<file path="config.mk">
export PLATFORM = sky130hd
export DESIGN_NAME = tamper_detect
export DESIGN_NICKNAME = d
export VERILOG_FILES = /design/src/rtl/tamp_pkg.sv /design/src/rtl/tamp_sync.sv /design/src/rtl/tamp_prescale.sv /design/src/rtl/tamp_chan.sv /design/src/rtl/tamper_detect.sv
export SDC_FILE = /design/constraint.sdc
export NUM_CORES = 1
export LEC_CHECK = 0
export ABC_AREA = 1
export ABC_CLOCK_PERIOD_IN_PS = 1300
export BUFFER_PORTS_ARGS = -buffer_cell sky130_fd_sc_hd__buf_2
export CAP_MARGIN = 20
export CORE_ASPECT_RATIO = 0.75
export CORE_MARGIN = 2
export CORE_UTILIZATION = 25
export DETAILED_ROUTE_END_ITERATION = 7
export PLACE_DENSITY = 0.44
export SETUP_SLACK_MARGIN = 0.15
export SLEW_MARGIN = 30
export SYNTH_ARGS = -nofsm -noshare
export SYNTH_HDL_FRONTEND = slang
export SYNTH_SLANG_ARGS = --single-unit
</file>
<file path="constraint.sdc">
create_clock -name clk -period 1.3 [get_ports clk]
set_input_delay 0.065 -clock clk [delete_from_list [all_inputs] [get_ports clk]]
set_output_delay 0.065 -clock clk [all_outputs]
set_load 0.01 [all_outputs]
</file>
<file path="src/rtl/tamp_pkg.sv">
package tamp_pkg;

  localparam int FILT_W = 2;
  localparam int RATE_W = 3;
  // prescaler must cover the longest sample period 2^(2^RATE_W)
  localparam int PRE_W  = 1 << RATE_W;
  // longest run length asked for by the widest filter code
  localparam int MAX_NEED = 1 << ((1 << FILT_W) - 1);
  localparam int RUN_W  = $clog2(MAX_NEED) + 1;

  typedef enum logic [FILT_W-1:0] {
    FILT_EDGE = 2'd0,
    FILT_RUN2 = 2'd1,
    FILT_RUN4 = 2'd2,
    FILT_RUN8 = 2'd3
  } filt_e;

  // number of consecutive active samples a level-mode code requires
  function automatic logic [RUN_W-1:0] run_needed(input logic [FILT_W-1:0] code);
    logic [RUN_W-1:0] n;
    n = RUN_W'(1) << code;
    return n;
  endfunction

  // sample tick: low (rate+1) prescaler bits all ones, once per 2^(rate+1) cycles
  function automatic logic tick_hit(input logic [PRE_W-1:0] cnt,
                                    input logic [RATE_W-1:0] rate);
    logic [PRE_W-1:0] mask;
    mask = PRE_W'((33'd1 << (int'(rate) + 1)) - 33'd1);
    return (cnt & mask) == mask;
  endfunction

endpackage

</file>
<file path="src/rtl/tamp_sync.sv">
module tamp_sync #(
  parameter int STAGES = 2
) (
  input  logic clk,
  input  logic rst_n,
  input  logic d,
  output logic q
);
  logic [STAGES-1:0] sh;

  always_ff @(posedge clk or negedge rst_n) begin
    if (!rst_n) sh <= '0;
    else        sh <= {sh[STAGES-2:0], d};
  end

  assign q = sh[STAGES-1];
endmodule

</file>
<file path="src/rtl/tamp_prescale.sv">
module tamp_prescale
  import tamp_pkg::*;
(
  input  logic              clk,
  input  logic              rst_n,
  input  logic [RATE_W-1:0] rate,
  output logic              tick
);
  logic [PRE_W-1:0] cnt;

  always_ff @(posedge clk or negedge rst_n) begin
    if (!rst_n) cnt <= '0;
    else        cnt <= cnt + 1'b1;
  end

  assign tick = tick_hit(cnt, rate);
endmodule

</file>
<file path="src/rtl/tamp_chan.sv">
module tamp_chan
  import tamp_pkg::*;
(
  input  logic              clk,
  input  logic              rst_n,
  input  logic              sin,
  input  logic              en,
  input  logic              pol,
  input  logic [FILT_W-1:0] filt,
  input  logic              tick,
  output logic              det
);
  logic             act, act_q;
  logic             edge_hit, lvl_hit, level_mode;
  logic             armed;
  logic [RUN_W-1:0] run, last_idx;

  // normalized: 1 means the pin is at its active level
  assign act        = sin ^ pol;
  assign level_mode = (filt != FILT_EDGE);
  assign last_idx   = run_needed(filt) - 1'b1;

  assign edge_hit = act & ~act_q;
  assign lvl_hit  = tick & act & armed & (run >= last_idx);
  assign det      = en & (level_mode ? lvl_hit : edge_hit);

  always_ff @(posedge clk or negedge rst_n) begin
    if (!rst_n) act_q <= 1'b0;
    else        act_q <= act;
  end

  always_ff @(posedge clk or negedge rst_n) begin
    if (!rst_n) begin
      run   <= '0;
      armed <= 1'b1;
    end else if (!en || !level_mode) begin
      run   <= '0;
      armed <= 1'b1;
    end else if (tick) begin
      if (act) begin
        if (run < last_idx) run <= run + 1'b1;
        if (lvl_hit)        armed <= 1'b0;
      end else begin
        run   <= '0;
        armed <= 1'b1;
      end
    end
  end
endmodule

</file>
<file path="src/rtl/tamper_detect.sv">
module tamper_detect
  import tamp_pkg::*;
#(
  parameter int SYNC_STAGES = 2
) (
  input  logic              clk,
  input  logic              rst_n,
  input  logic              pin_a,
  input  logic              pin_b,
  input  logic              ch0_pin_sel,
  input  logic [1:0]        ch_en,
  input  logic [1:0]        ch_pol,
  input  logic [FILT_W-1:0] filt_mode,
  input  logic [RATE_W-1:0] samp_rate,
  input  logic              ts_on_tamper,
  input  logic              irq_en,
  input  logic [1:0]        flag_clr,
  output logic [1:0]        flags,
  output logic              irq,
  output logic              ts_pulse,
  output logic              erase_pulse
);
  localparam int NCH = 2;

  logic           tick;
  logic [NCH-1:0] raw_pin;
  logic [NCH-1:0] sync_pin;
  logic [NCH-1:0] det_evt;
  logic           any_det;

  tamp_prescale u_pre (
    .clk  (clk),
    .rst_n(rst_n),
    .rate (samp_rate),
    .tick (tick)
  );

  assign raw_pin[0] = ch0_pin_sel ? pin_b : pin_a;
  assign raw_pin[1] = pin_b;

  for (genvar c = 0; c < NCH; c++) begin : g_ch
    tamp_sync #(.STAGES(SYNC_STAGES)) u_sync (
      .clk  (clk),
      .rst_n(rst_n),
      .d    (raw_pin[c]),
      .q    (sync_pin[c])
    );

    tamp_chan u_chan (
      .clk  (clk),
      .rst_n(rst_n),
      .sin  (sync_pin[c]),
      .en   (ch_en[c]),
      .pol  (ch_pol[c]),
      .filt (filt_mode),
      .tick (tick),
      .det  (det_evt[c])
    );
  end

  assign any_det = |det_evt;

  always_ff @(posedge clk or negedge rst_n) begin
    if (!rst_n) begin
      flags       <= '0;
      ts_pulse    <= 1'b0;
      erase_pulse <= 1'b0;
    end else begin
      flags       <= (flags & ~flag_clr) | det_evt;
      ts_pulse    <= any_det & ts_on_tamper;
      erase_pulse <= any_det;
    end
  end

  assign irq = irq_en & (|flags);
endmodule

</file>
==> Word level (Yosys, flattened, before mapping) <==
Index checks and enable logic that the tools add are counted.
{ "word_totals": {"reg_bits": 28, "in_bits": 18, "output_inout_bits": 5, "wordCells": 82} }
{ "op_classes": {"add_sub_neg": 6, "n_lt_le_gt_ge": 4, "eq_ne": 5, "n_shift": 2, "mux": 19, "bitwise": 20, "reduce_logical": 14} }
{ "op_table": {"columns": ["cell", "n"], "rows": [
  ["4-bit two-way mux", 8],
  ["1-bit by 32-bit left shift with 8-bit output (first input constant)", 1],
  ["1-bit bitwise AND", 12],
  ["3-bit inequality test (second input constant)", 4],
  ["1-bit two-way mux", 11],
  ["4-bit by 1-bit adder with 4-bit output (second input constant)", 2],
  ["8-bit by 1-bit adder with 8-bit output (second input constant)", 1],
  ["8-bit bitwise AND", 1],
  ["8-bit equality test", 1],
  ["4-bit >= comparator", 2],
  ["4-bit less-than comparator", 2],
  ["2-bit AND reduction", 4],
  ["8-bit by 1-bit subtractor with 8-bit output (second input constant)", 1],
  ["2-bit nonzero test", 3],
  ["3-bit by 1-bit adder with 4-bit output (second input constant)", 1],
  ["2-bit OR reduction", 2],
  ["1-bit by 2-bit left shift with 4-bit output (first input constant)", 1],
  ["4-bit by 1-bit subtractor with 4-bit output (second input constant)", 1],
  ["1-bit zero test", 3],
  ["2-bit bitwise AND", 1],
  ["1-bit logical OR", 2],
  ["1-bit NOT", 2],
  ["2-bit NOT", 1],
  ["2-bit bitwise OR", 1],
  ["1-bit XOR", 2]
]} }

==> Depth between registers and ports, before layout <==
Gate-level depths: netlist (run 1).
{ "depth": {"word_depth": 12, "mapped_depth": 14, "depth_no_buf": 14} }

==> Hierarchy <==
A second synthesis (run 1) with hierarchy kept.
{ "hier_totals": {"hier_cells": 245, "area_unflattened_um2": 1861.8} }
{ "modules_own_cells": {"columns": ["mod", "n_inst", "cells_per_inst", "area_each_um2", "seq_area_each_um2"], "rows": [
  ["tamp_chan", 2, 76, 553.0, 151.4],
  ["tamp_prescale", 1, 66, 484.2, 200.2],
  ["tamper_detect", 1, 23, 171.4, 100.1],
  ["tamp_sync", 2, 2, 50.0, 50.0]
]} }

==> Least setup slack after synthesis (run 1) <==
OpenSTA, ideal clock, no wires.
{ "synth_timing": {"path_type": "flip-flop to flip-flop", "startpoint": "register g_ch[1].u_chan.run[2]", "endpoint": "register ts_pulse", "setup_time_ns": 0.077, "t_arrival_ns": 1.368, "required_time_ns": 1.223, "setup_slack_ns": -0.145, "stages_incl_launch_ff": 10, "n_path_buf": 0, "period_less_slack_ns": 1.445, "cell_sequence": "dfrtp_1 -> ha_1 -> nand2_1 -> nor2_1 -> nor2_1 -> a21oi_1 -> nand3_1 -> nand2_1 -> nand2_1 -> a21oi_1"} }
{ "synth_between": {"elab_chain_len": 6} }
{ "synth_rtl": {"columns": ["element", "line", "text"], "rows": [
  ["start, declared", "tamp_chan.sv:16", "logic [RUN_W-1:0] run, last_idx;"],
  ["start signal, assigned", "tamp_chan.sv:41", "if (run < last_idx) run <= run + 1'b1;"],
  ["4-bit >= comparator", "tamp_chan.sv:24", "assign lvl_hit = tick & act & armed & (run >= last_idx);"],
  ["1-bit bitwise AND", "tamp_chan.sv:24", null],
  ["1-bit two-way mux", "tamp_chan.sv:25", "assign det = en & (level_mode ? lvl_hit : edge_hit);"],
  ["1-bit bitwise AND", "tamp_chan.sv:25", null],
  ["2-bit OR reduction", "tamper_detect.sv:61", "assign any_det = |det_evt;"],
  ["1-bit bitwise AND", "tamper_detect.sv:70", "ts_pulse <= any_det & ts_on_tamper;"],
  ["end signal, assigned", "tamper_detect.sv:70", null],
  ["end, declared", "tamper_detect.sv:20", "output logic ts_pulse,"]
]} }
Every way passes these cells.
A chain may end at the register's enable or synchronous reset.

==> Final worst setup path (run 1) <==
{ "layout_timing": {"startpoint": "register g_ch[0].u_chan.run[1]", "endpoint": "register ts_pulse"} }
{ "layout_between": {"elab_chain_len": 6} }
{ "layout_rtl": {"columns": ["element", "line"], "rows": [
  ["start, declared", "tamp_chan.sv:16"],
  ["start signal, assigned", "tamp_chan.sv:41"],
  ["4-bit >= comparator", "tamp_chan.sv:24"],
  ["1-bit bitwise AND", "tamp_chan.sv:24"],
  ["1-bit two-way mux", "tamp_chan.sv:25"],
  ["1-bit bitwise AND", "tamp_chan.sv:25"],
  ["2-bit OR reduction", "tamper_detect.sv:61"],
  ["1-bit bitwise AND", "tamper_detect.sv:70"]
]} }
Every way passes these cells.

==> results of run 1 <==
==> flip-flops by register name, summed over array words and instances (netlist names) <==
name	flops
g_ch.u_chan.run	8
u_pre.cnt	8
g_ch.u_sync.sh	4
flags	2
g_ch.u_chan.act_q	2
g_ch.u_chan.armed	2
erase_pulse	1
ts_pulse	1
==> power breakdown <==
part / switching, mW / internal [mW] / leakage [nW] / total, mW
sequential: 0.0189 / 0.907 / 0.351 / 0.926
clock: 0.273 / 0.271 / 0.0288 / 0.545
combinational: 0.231 / 0.203 / 0.757 / 0.433
==> cell families after synthesis <==
family / synth area share, %
buf+inv: 6.693
other cells: 0.2447
compound gates: 9.469
fa+ha+maj: 8.163
mux: 0.7346
simple gates: 23.18
xor+xnor: 5.633
flops: 45.88
==> metal layers <==
metal,global-route usage (%),vias to the layer above
met5,0,-
met4,2.415,0
met3,3.365,5
met2,17.22,25
met1,16.15,647
li1,-,723
==> synthesized netlist by cell type <==
cell type  instances  area share, %
nand2_2            3            1.2
xor2_2             1            1.1
o31ai_1            1           0.49
nand4_1            3            1.2
or2_1              1           0.41
o21ai_1            7            2.3
nand3_1           15            4.9
nor2_2             2           0.82
conb_1             1           0.24
mux2_2             1           0.73
buf_2              1           0.33
and2_1             1           0.41
inv_2              3           0.73
o21a_1             1           0.49
a21oi_1            7            2.3
xor2_1             7            4.0
ha_1              10            8.2
dfrtp_1           26             42
nand2_1           42             10
xnor2_1            1           0.57
dfstp_2            2            3.4
a21o_1             2           0.98
nor2_1            16            3.9
o21ai_0            9            2.9
inv_1             23            5.6
==> repair_timing <==
item	4_1_cts	5_1_grt
gates resized for setup	18	25
pin swaps	9	14
hold endpoints to repair	30	0
endpoints found under the setup margin	17	17
hold buffers	5	0
buffers inserted	3	2
gates cloned	0	0
==> area by class of cell <==
type / instances / area [um2] / share of cell area (%)
clock buffers: 4 / 55.05 / 2.367
inverters: 26 / 105.1 / 4.519
multi-input cells: 131 / 930.9 / 40.02
flip-flops and latches: 28 / 703.2 / 30.23
well taps: 78 / 97.59 / 4.196
repair buffers: 62 / 434.2 / 18.67
==> worst paths after layout <==
kind,slack (ns),endpoint,depth (start not counted)
min in group asynchronous,0.31,u_pre.cnt[6]$_DFF_PN0_,3
max reg2reg,-0.24,ts_pulse$_DFF_PN0_,9
min reg2reg,0.35,g_ch[1].u_sync.sh[1]$_DFF_PN0_,0
min,0.03,g_ch[0].u_sync.sh[0]$_DFF_PN0_,2
max,-0.24,ts_pulse$_DFF_PN0_,9
max in group asynchronous,0.67,g_ch[1].u_chan.armed$_DFFE_PN1P_,3
==> worst reg2reg max path: cells and delay by family, from the launching register on <==
| family | cells | cell delay [ns] |
|---|---|---|
| and+or+nand+nor | 6 | 0.49 |
| DFF | 1 | 0.43 |
| adders and majority gates | 1 | 0.30 |
| AOI/OAI and AO/OA | 2 | 0.26 |
==> through the flow <==
stage	area [um2]	setup slack (ns)	total power [mW]	utilization [%]
2_1_floorplan	1579	-0.1209	1.124	-
6_report	2326	-0.2408	1.903	39.72
3_5_place_dp	2007	-0.2757	1.297	34.27
5_1_grt	2326	-0.3317	2.025	39.72
4_1_cts	2225	-0.2555	1.888	37.99
3_3_place_gp	2007	-0.3112	1.297	34.27
==> results.cfg, run 1 <==
[run_status]
status = finished, violations left
violations = negative setup slack

[logic_synthesis]
yosys_warnings = 0
syn_area_um2 = 1533
synth.avg_cell_area_um2 = 8.240
synth_fp_nets = 214
seq_area_frac_synth_pct = 45.88
synthCells = 186
synth_seq_cells = 28
ys_types = 25

[die]
die_area_um2 = 6780
ios = 23
coreArea_um2 = 5856
initial_core_util_pct = 26.18
die_h_um = 71.81
die_width_um = 94.41
num_rows = 24

[setup_path]
path_buf_inv = 0
crit_slowest_cell = dfrtp_1
required_ns = 1.51
max_stage_delay_ns = 0.43
critPathLaunchType = flip-flop
end_kind = flip-flop
cp_top_family = simple AND/OR/NAND/NOR gates
r2r_start = g_ch[0].u_chan.run[1]$_DFFE_PN0P_
crit_chain = ha_4 -> nand2_4 -> nor2_4 -> nor2_4 -> a21oi_2 -> nand3_1 -> nand2_1 -> nand2_2 -> a21oi_2
crit_type = reg -> reg
cp-startpoint = g_ch[0].u_chan.run[1]$_DFFE_PN0P_
cp.arrival_ns = 1.76
cp_max_fo = 3

[clocking]
clk-insertion-delay-late_ns = 0.27
cts_tree = built
cts_buffers = 3
clock-sinks = 28
root_buffer = clkbuf_8
cts.clk_slew.worst_paths_ns = 0.09
htree_levels = 1
cts.path.max_buffers = 2

[routing]
drt_wl_total_um = 3605
m1WireLength_um = 1897
drc = 0
via_count = 1400
first_iter_violations = 51
met3WireLength_um = 155
dr.pass1.iters = 4
top_layer = met4
wl_met2_um = 1520
vias_per_cell = 4.255
ant_nets = 0
wire_per_inst_um = 10.96

[grt]
antenna_found_initial = 0
globalRouteOverflowTotal = 0
grt_pass1_vias = 1351
grt_pass1_wl_um = 5996
grt_max_degree = 29
grt_usage_pct = 11.37

[timing]
drv_slew = 0
setup_slack_ns = -0.2408
tns_ns = -1.540
layout_min_cycle_time_ns = 1.541
finalHoldViolCount = 0
holdWs_ns = 0.02943
fmax_mhz = 649.0
rsz0062_at_grt = true
period_share_pct = 118.5
clock_skew_ns = 0.002153
setup_viol = 14

[min_path]
min-delay-start = pin_a
hold_class = in -> reg

[placed_design]
gp_congestion = 0.8377
place_hpwl_um = 2690
dp.cells = 315
port_buffers = 22

[layout]
drive_gt1_share_pct = 42.63
nNetsFinal = 280
fillers = 608
area_delta_synth_final_pct = 51.76
layout_common_cells = nand2_1, buf_4, dfrtp_1
n_antenna_cell = 0
stdcell_count = 329

[flow_run]
cap_violations = 0

[power_and_ir_drop]
leakage_nw = 1.137
ir_drop_uv = 395.2
cellPowerDensity_nw_per_um2 = 818.3
(Power assumes the default switching activity.)
==> run 2, diff against run 1 <==
--- a/config.mk
+++ b/config.mk
@@ -14,7 +14,7 @@
 export CORE_UTILIZATION = 25
 export DETAILED_ROUTE_END_ITERATION = 7
 export PLACE_DENSITY = 0.44
-export SETUP_SLACK_MARGIN = 0.15
+export SETUP_SLACK_MARGIN = 0.5
 export SLEW_MARGIN = 30
 export SYNTH_ARGS = -nofsm -noshare
 export SYNTH_HDL_FRONTEND = slang
==> results.cfg, run 2 (synthesis gave the netlist of run 1 again) <==
[run_status]
status = finished, violations left
violations = negative setup slack

[die]
initial_core_util_pct = 26.18
die_area_um2 = 6780
coreArea_um2 = 5856
num_rows = 24
die_h_um = 71.81
ios = 23
die_width_um = 94.41

[timing]
clock_skew_ns = 0.009027
setup_viol = 14
rsz0062_at_grt = true
finalHoldViolCount = 0
layout_min_cycle_time_ns = 1.570
setup_slack_ns = -0.2700
tns_ns = -2.142
drv_slew = 0
fmax_mhz = 636.9
period_share_pct = 120.8

[placed_design]
gp_congestion = 0.7542
pre_cts_ws_ns = -0.3070
place_hpwl_um = 2727
port_buffers = 22

[layout]
layout_common_cells = buf_4, nand2_1, dfrtp_1
drive_gt1_share_pct = 47.89
area_delta_synth_final_pct = 59.18
top_regs = g_ch.u_chan.run (8), u_pre.cnt (8), g_ch.u_sync.sh (4)
n_antenna_cell = 0
final_common_cell = buf_4
nNetsFinal = 290

[grt]
grt_pass1_wl_um = 6147
grt_pass1_vias = 1335
antenna_found_initial = 0
grt_usage_pct = 11.62
globalRouteOverflowTotal = 0
grt_max_degree = 29

[flow_run]
cap_violations = 0

[clocking]
clk-insertion-delay-late_ns = 0.28
cts.clk_slew.worst_paths_ns = 0.10
cts_buffers = 3
clock-sinks = 28
htree_levels = 1
cts_tree = built
root_buffer = clkbuf_8
cts.path.max_buffers = 2

[routing]
drt_wl_total_um = 3589
first_iter_violations = 58
wire_per_inst_um = 10.59
ant_nets = 0
via_count = 1395
vias_per_cell = 4.115
drc = 0
dr.pass1.iters = 4

[power_and_ir_drop]
cellPowerDensity_nw_per_um2 = 843.4
leakage_nw = 1.211
finalPower_mw = 2.058
ir_drop_uv = 446.1

[setup_path]
end_kind = flip-flop
crit_chain = ha_1 -> nand2_1 -> nor2_2 -> nor2_2 -> a21oi_2 -> nand3_1 -> nand2_1 -> nand2_2 -> a21oi_2
critPathLaunchType = flip-flop
cp_top_family = simple AND/OR/NAND/NOR gates
crit_type = reg -> reg
cp_max_fo = 3
cp.arrival_ns = 1.77
max_stage_delay_ns = 0.41
required_ns = 1.50
path_buf_inv = 0
crit_slowest_cell = dfrtp_1

[min_path]
hold_class = in -> reg
-- run 2: what timing repair did --
| action | 4_1_cts | 5_1_grt |
|---|---|---|
| hold buffers | 4 | 1 |
| pin swaps | 22 | 22 |
| resized for setup | 28 | 19 |
| setup buffers | 7 | 4 |
| endpoints found under the hold margin | 29 | 1 |
| setup endpoints to repair | 28 | 29 |
-- run 2: worst register-to-register path: cells and delay by family, from the launching register on --
family,cells,cell delay (ns)
AND/OR/NAND/NOR,6,0.52
flip-flops,1,0.41
AO/OA/AOI/OAI,2,0.27
adder cells (fa/ha/maj),1,0.30
-- run 2: stage by stage --
| step | util, % | cells | hold slack [ns] | area [um2] |
|---|---|---|---|---|
| after CTS | 39.81 | 334 | 0.001663 | 2331 |
| after global placement | 35.04 | 319 | 0.09432 | 2052 |
| after floorplan | - | 186 | -0.2306 | 1594 |
| after global routing | 41.67 | 339 | 0.01543 | 2440 |
| final | 41.67 | 339 | 0.009472 | 2440 |
| after detailed placement | 35.04 | 319 | 0.09786 | 2052 |
-- run 2: area by class of cell --
class / count / area [um2]
well taps: 78 / 97.59
inverters: 26 / 105.1
clock buffers: 3 / 41.29
flip-flops and latches: 28 / 703.2
multi-input cells: 131 / 938.4
repair buffers: 72 / 524.3
clock inverters: 1 / 30.03
fillers: 582 / 3416
-- run 2: metal layers --
layer	routed length, um	share of wire, %	GRT usage, %	vias to the layer above
met5	0	0	0	-
met4	16	0.45	1.932	0
met3	194	5.4	3.155	2
met2	1470	41	17.22	27
met1	1908	53	17.26	619
li1	-	-	-	747
-- run 2: worst paths after layout --
| path | from | end | slack [ns] | cells past startpoint |
|---|---|---|---|---|
| min | ts_on_tamper | ts_pulse$_DFF_PN0_ | 0.009 | 3 |
| min reg2reg | g_ch[1].u_sync.sh[0]$_DFF_PN0_ | g_ch[1].u_sync.sh[1]$_DFF_PN0_ | 0.36 | 0 |
| min in group asynchronous | rst_n | g_ch[1].u_chan.run[0]$_DFFE_PN0P_ | 0.31 | 3 |
| max | g_ch[1].u_chan.run[1]$_DFFE_PN0P_ | ts_pulse$_DFF_PN0_ | -0.27 | 9 |
| max reg2reg | g_ch[1].u_chan.run[1]$_DFFE_PN0P_ | ts_pulse$_DFF_PN0_ | -0.27 | 9 |
| max in group asynchronous | rst_n | g_ch[0].u_chan.armed$_DFFE_PN1P_ | 0.68 | 3 |
-- run 2: power breakdown --
group          switching (mW)  total [mW]  internal (mW)  leakage (nW)
registers              0.0189       0.926          0.907         0.351
clock network           0.273       0.685          0.412        0.0357
logic                   0.229       0.447          0.217         0.824
total                   0.521        2.06           1.54          1.21
==> run 3, diff against run 2 <==
--- a/config.mk
+++ b/config.mk
@@ -5,7 +5,6 @@
 export SDC_FILE = /design/constraint.sdc
 export NUM_CORES = 1
 export LEC_CHECK = 0
-export ABC_AREA = 1
 export ABC_CLOCK_PERIOD_IN_PS = 1300
 export BUFFER_PORTS_ARGS = -buffer_cell sky130_fd_sc_hd__buf_2
 export CAP_MARGIN = 20
@@ -19,3 +18,4 @@
 export SYNTH_ARGS = -nofsm -noshare
 export SYNTH_HDL_FRONTEND = slang
 export SYNTH_SLANG_ARGS = --single-unit
+export TNS_END_PERCENT = 1
==> results.cfg, run 3 <==
[logic_synthesis]
seq_area_frac_synth_pct = 44.29
synth_top_area_share_pct = 40.98
syn_area_um2 = 1588
ys_types = 44
yosysTopAreaCell = dfrtp_1
synth_edf_count = 0
yosys_warnings = 0
synthTopCellsByArea = dfrtp_1, ha_1, nand2_1
synth_fp_nets = 188
synthCells = 160
async_reset_ff_share_pct = 100.0
synthTopCellsByCount = dfrtp_1, nand2_1, nor2_1
synth.avg_cell_area_um2 = 9.924
synthFlopType = dfrtp_1
synth_seq_cells = 28
synth.most_common_cell = dfrtp_1

[clocking]
clk-insertion-delay-late_ns = 0.28
clock-sinks = 28
root_buffer = clkbuf_8
post-cts-setup-buffers = 0
cts.path.max_buffers = 2
cts_tree = built
htree_levels = 1
cts_buffers = 3
cts.clk_slew.worst_paths_ns = 0.10

[run_status]
violations = negative setup slack
status = finished, violations left

[layout]
top_regs = g_ch.u_chan.run (8), u_pre.cnt (8), g_ch.u_sync.sh (4)
layout_common_cells = buf_4, dfrtp_1, buf_2
multi_input_area_um2 = 934.6
nNetsFinal = 255
fillers = 645
area_delta_synth_final_pct = 43.50
drive_gt1_share_pct = 40.71
final_common_cell = buf_4
n_antenna_cell = 0
regArea_um2 = 703.2

[placed_design]
pre_cts_ws_ns = -0.9136
port_buffers = 22
gp_congestion = 0.7716
place_hpwl_um = 2895

[power_and_ir_drop]
combPwrFrac_pct = 21.2
pwr-share-seq_pct = 51.0
finalPower_mw = 1.778
switching_power_uw = 476.2
cellPowerDensity_nw_per_um2 = 780.4
leakage_nw = 1.057
clock_power_share_pct = 27.8
switching_share_pct = 26.78
p_int_mw = 1.302
ir_drop_uv = 320.4

[timing]
rsz0062_at_grt = true
period_share_pct = 146.8
layout_min_cycle_time_ns = 1.908
setup_slack_ns = -0.6079
drv_slew = 0
setup_viol = 14
clock_skew_ns = 0.004768
fmax_mhz = 524.1
finalHoldViolCount = 0

[grt]
gr-usage-met3_pct = 3.099
grt_max_degree = 29
grt_pass1_wl_um = 6520
gr-usage-met1_pct = 18.74
globalRouteOverflowTotal = 0
antenna_found_initial = 0
grt_pass1_vias = 1379
use_met2_pct = 16.74
grt_usage_pct = 12.28
top_usage_layer = met1

[setup_path]
reg2reg_setup_slack_ns = -0.61
worstRegToRegCells = 7
path_buf_inv = 0
crit_slowest_cell = dfrtp_1
cp.depth = 7
critPathLaunchType = flip-flop
cp_top_family = compound AO/OA/AOI/OAI gates
crit_type = reg -> reg
reg2reg_to = ts_pulse$_DFF_PN0_
required_ns = 1.48
cp-startpoint = g_ch[0].u_chan.run[1]$_DFFE_PN0P_
max_stage_delay_ns = 0.43
endpoint = ts_pulse$_DFF_PN0_
crit_chain = ha_4 -> and3b_4 -> a2111oi_4 -> a21oi_2 -> nor2b_2 -> a31o_1 -> a22o_1
end_kind = flip-flop
cp_max_fo = 2
cp.arrival_ns = 2.08
r2r_start = g_ch[0].u_chan.run[1]$_DFFE_PN0P_

[die]
die_h_um = 73.02
num_rows = 25
die_area_um2 = 7011
die_width_um = 96.02
initial_core_util_pct = 25.51
coreArea_um2 = 6225
ios = 23

[routing]
via_count = 1398
wire_per_inst_um = 12.52
vias_per_cell = 4.554
dr.pass1.iters = 4
drc = 0
ant_nets = 0
first_iter_violations = 95
drt_wl_total_um = 3844

[flow_run]
cap_violations = 0

[min_path]
hold_class = in -> reg
[run 3: changes by cell type in the layout (fill, tap and decap cells not counted), moves of 4 or more]
| cell | previous run | this run |
|---|---|---|
| nand2_1 | 34 | 20 |
| inv_1 | 19 | 7 |
| nand2_2 | 9 | 1 |
| nor2_2 | 7 | 1 |
| o22ai_1 | 0 | 6 |
| a21oi_1 | 2 | 7 |
| nand3_1 | 9 | 4 |
| o21ai_2 | 5 | 0 |
| xnor2_1 | 0 | 5 |
| buf_6 | 7 | 3 |
| o21ai_1 | 8 | 4 |
| xor2_1 | 6 | 2 |
[run 3: worst min-delay path by stage]
stage | end | depth (start not counted) | slack [ns] | startpoint
finish | g_ch[0].u_sync.sh[0]$_DFF_PN0_ | 2 | 0.02 | pin_a
global placement | u_pre.cnt[2]$_DFF_PN0_ | 2 | 0.10 | rst_n
CTS | g_ch[0].u_sync.sh[0]$_DFF_PN0_ | 2 | 0.009 | pin_a
detailed placement | u_pre.cnt[2]$_DFF_PN0_ | 2 | 0.10 | rst_n
global route | ts_pulse$_DFF_PN0_ | 2 | 0.003 | ts_on_tamper
floorplan | erase_pulse$_DFF_PN0_ | 0 | -0.23 | rst_n
[run 3: cell families after synthesis]
group / after synthesis / synth area share (%)
compound gates: 37 / 16.86
fa+ha+maj: 10 / 7.880
mux: 1 / 0.7092
buf+inv: 13 / 4.255
xor+xnor: 8 / 4.886
flops: 28 / 44.29
other cells: 1 / 0.2362
simple gates: 62 / 20.88
[run 3: layer usage]
layer / vias to the layer above / wire length [um] / share of wire [%]
met2: 40 / 1549 / 40
met1: 646 / 2066 / 54
met5: - / 0 / 0
met4: 0 / 38 / 0.99
li1: 708 / - / -
met3: 4 / 189 / 4.9
[run 3: cell type report]
class / count / share of cell area (%)
inverter: 10 / 1.647
timing repair buffer: 65 / 20.04
tap: 81 / 4.448
multi-input combinational: 119 / 41.02
sequential: 28 / 30.86
clock buffer: 4 / 1.977
[run 3: worst register-to-register path, cell delays in order, from the launching register on]
cell and delay, ns:
dfrtp_1 0.43, ha_4 0.23, and3b_4 0.19, a2111oi_4 0.32, a21oi_2 0.11, nor2b_2 0.16, a31o_1 0.19, a22o_1 0.17
[run 3: power groups by stage]
| stage | Clock (mW) | Sequential, mW | Combinational, mW |
|---|---|---|---|
| 6_report | 0.495 | 0.907 | 0.376 |
| 2_1_floorplan | 0 | 0.927 | 0.162 |
| 3_5_place_dp | 0 | 0.924 | 0.336 |
| 5_1_grt | 0.570 | 0.910 | 0.419 |
| 3_3_place_gp | 0 | 0.923 | 0.337 |
| 4_1_cts | 0.521 | 0.907 | 0.362 |
[run 3: stage by stage]
step | utilization, % | setup TNS (ns) | cells | hold WS [ns] | cell area [um2]
global route | 36.60 | -7.080 | 307 | 0.002769 | 2278
CTS | 35.88 | -5.770 | 307 | 0.009330 | 2233
global placement | 33.57 | -11.38 | 299 | 0.1018 | 2090
finish | 36.60 | -5.778 | 307 | 0.01862 | 2278
floorplan | - | -8.091 | 160 | -0.2306 | 1615
detailed placement | 33.57 | -11.87 | 299 | 0.1016 | 2090
[run 3: what timing repair did]
action,CTS,global route
pin swaps,8,11
hold buffers,4,0
gates resized for setup,15,9
setup endpoints to repair,28,28
endpoints found under the hold margin,29,0
cloned,0,0
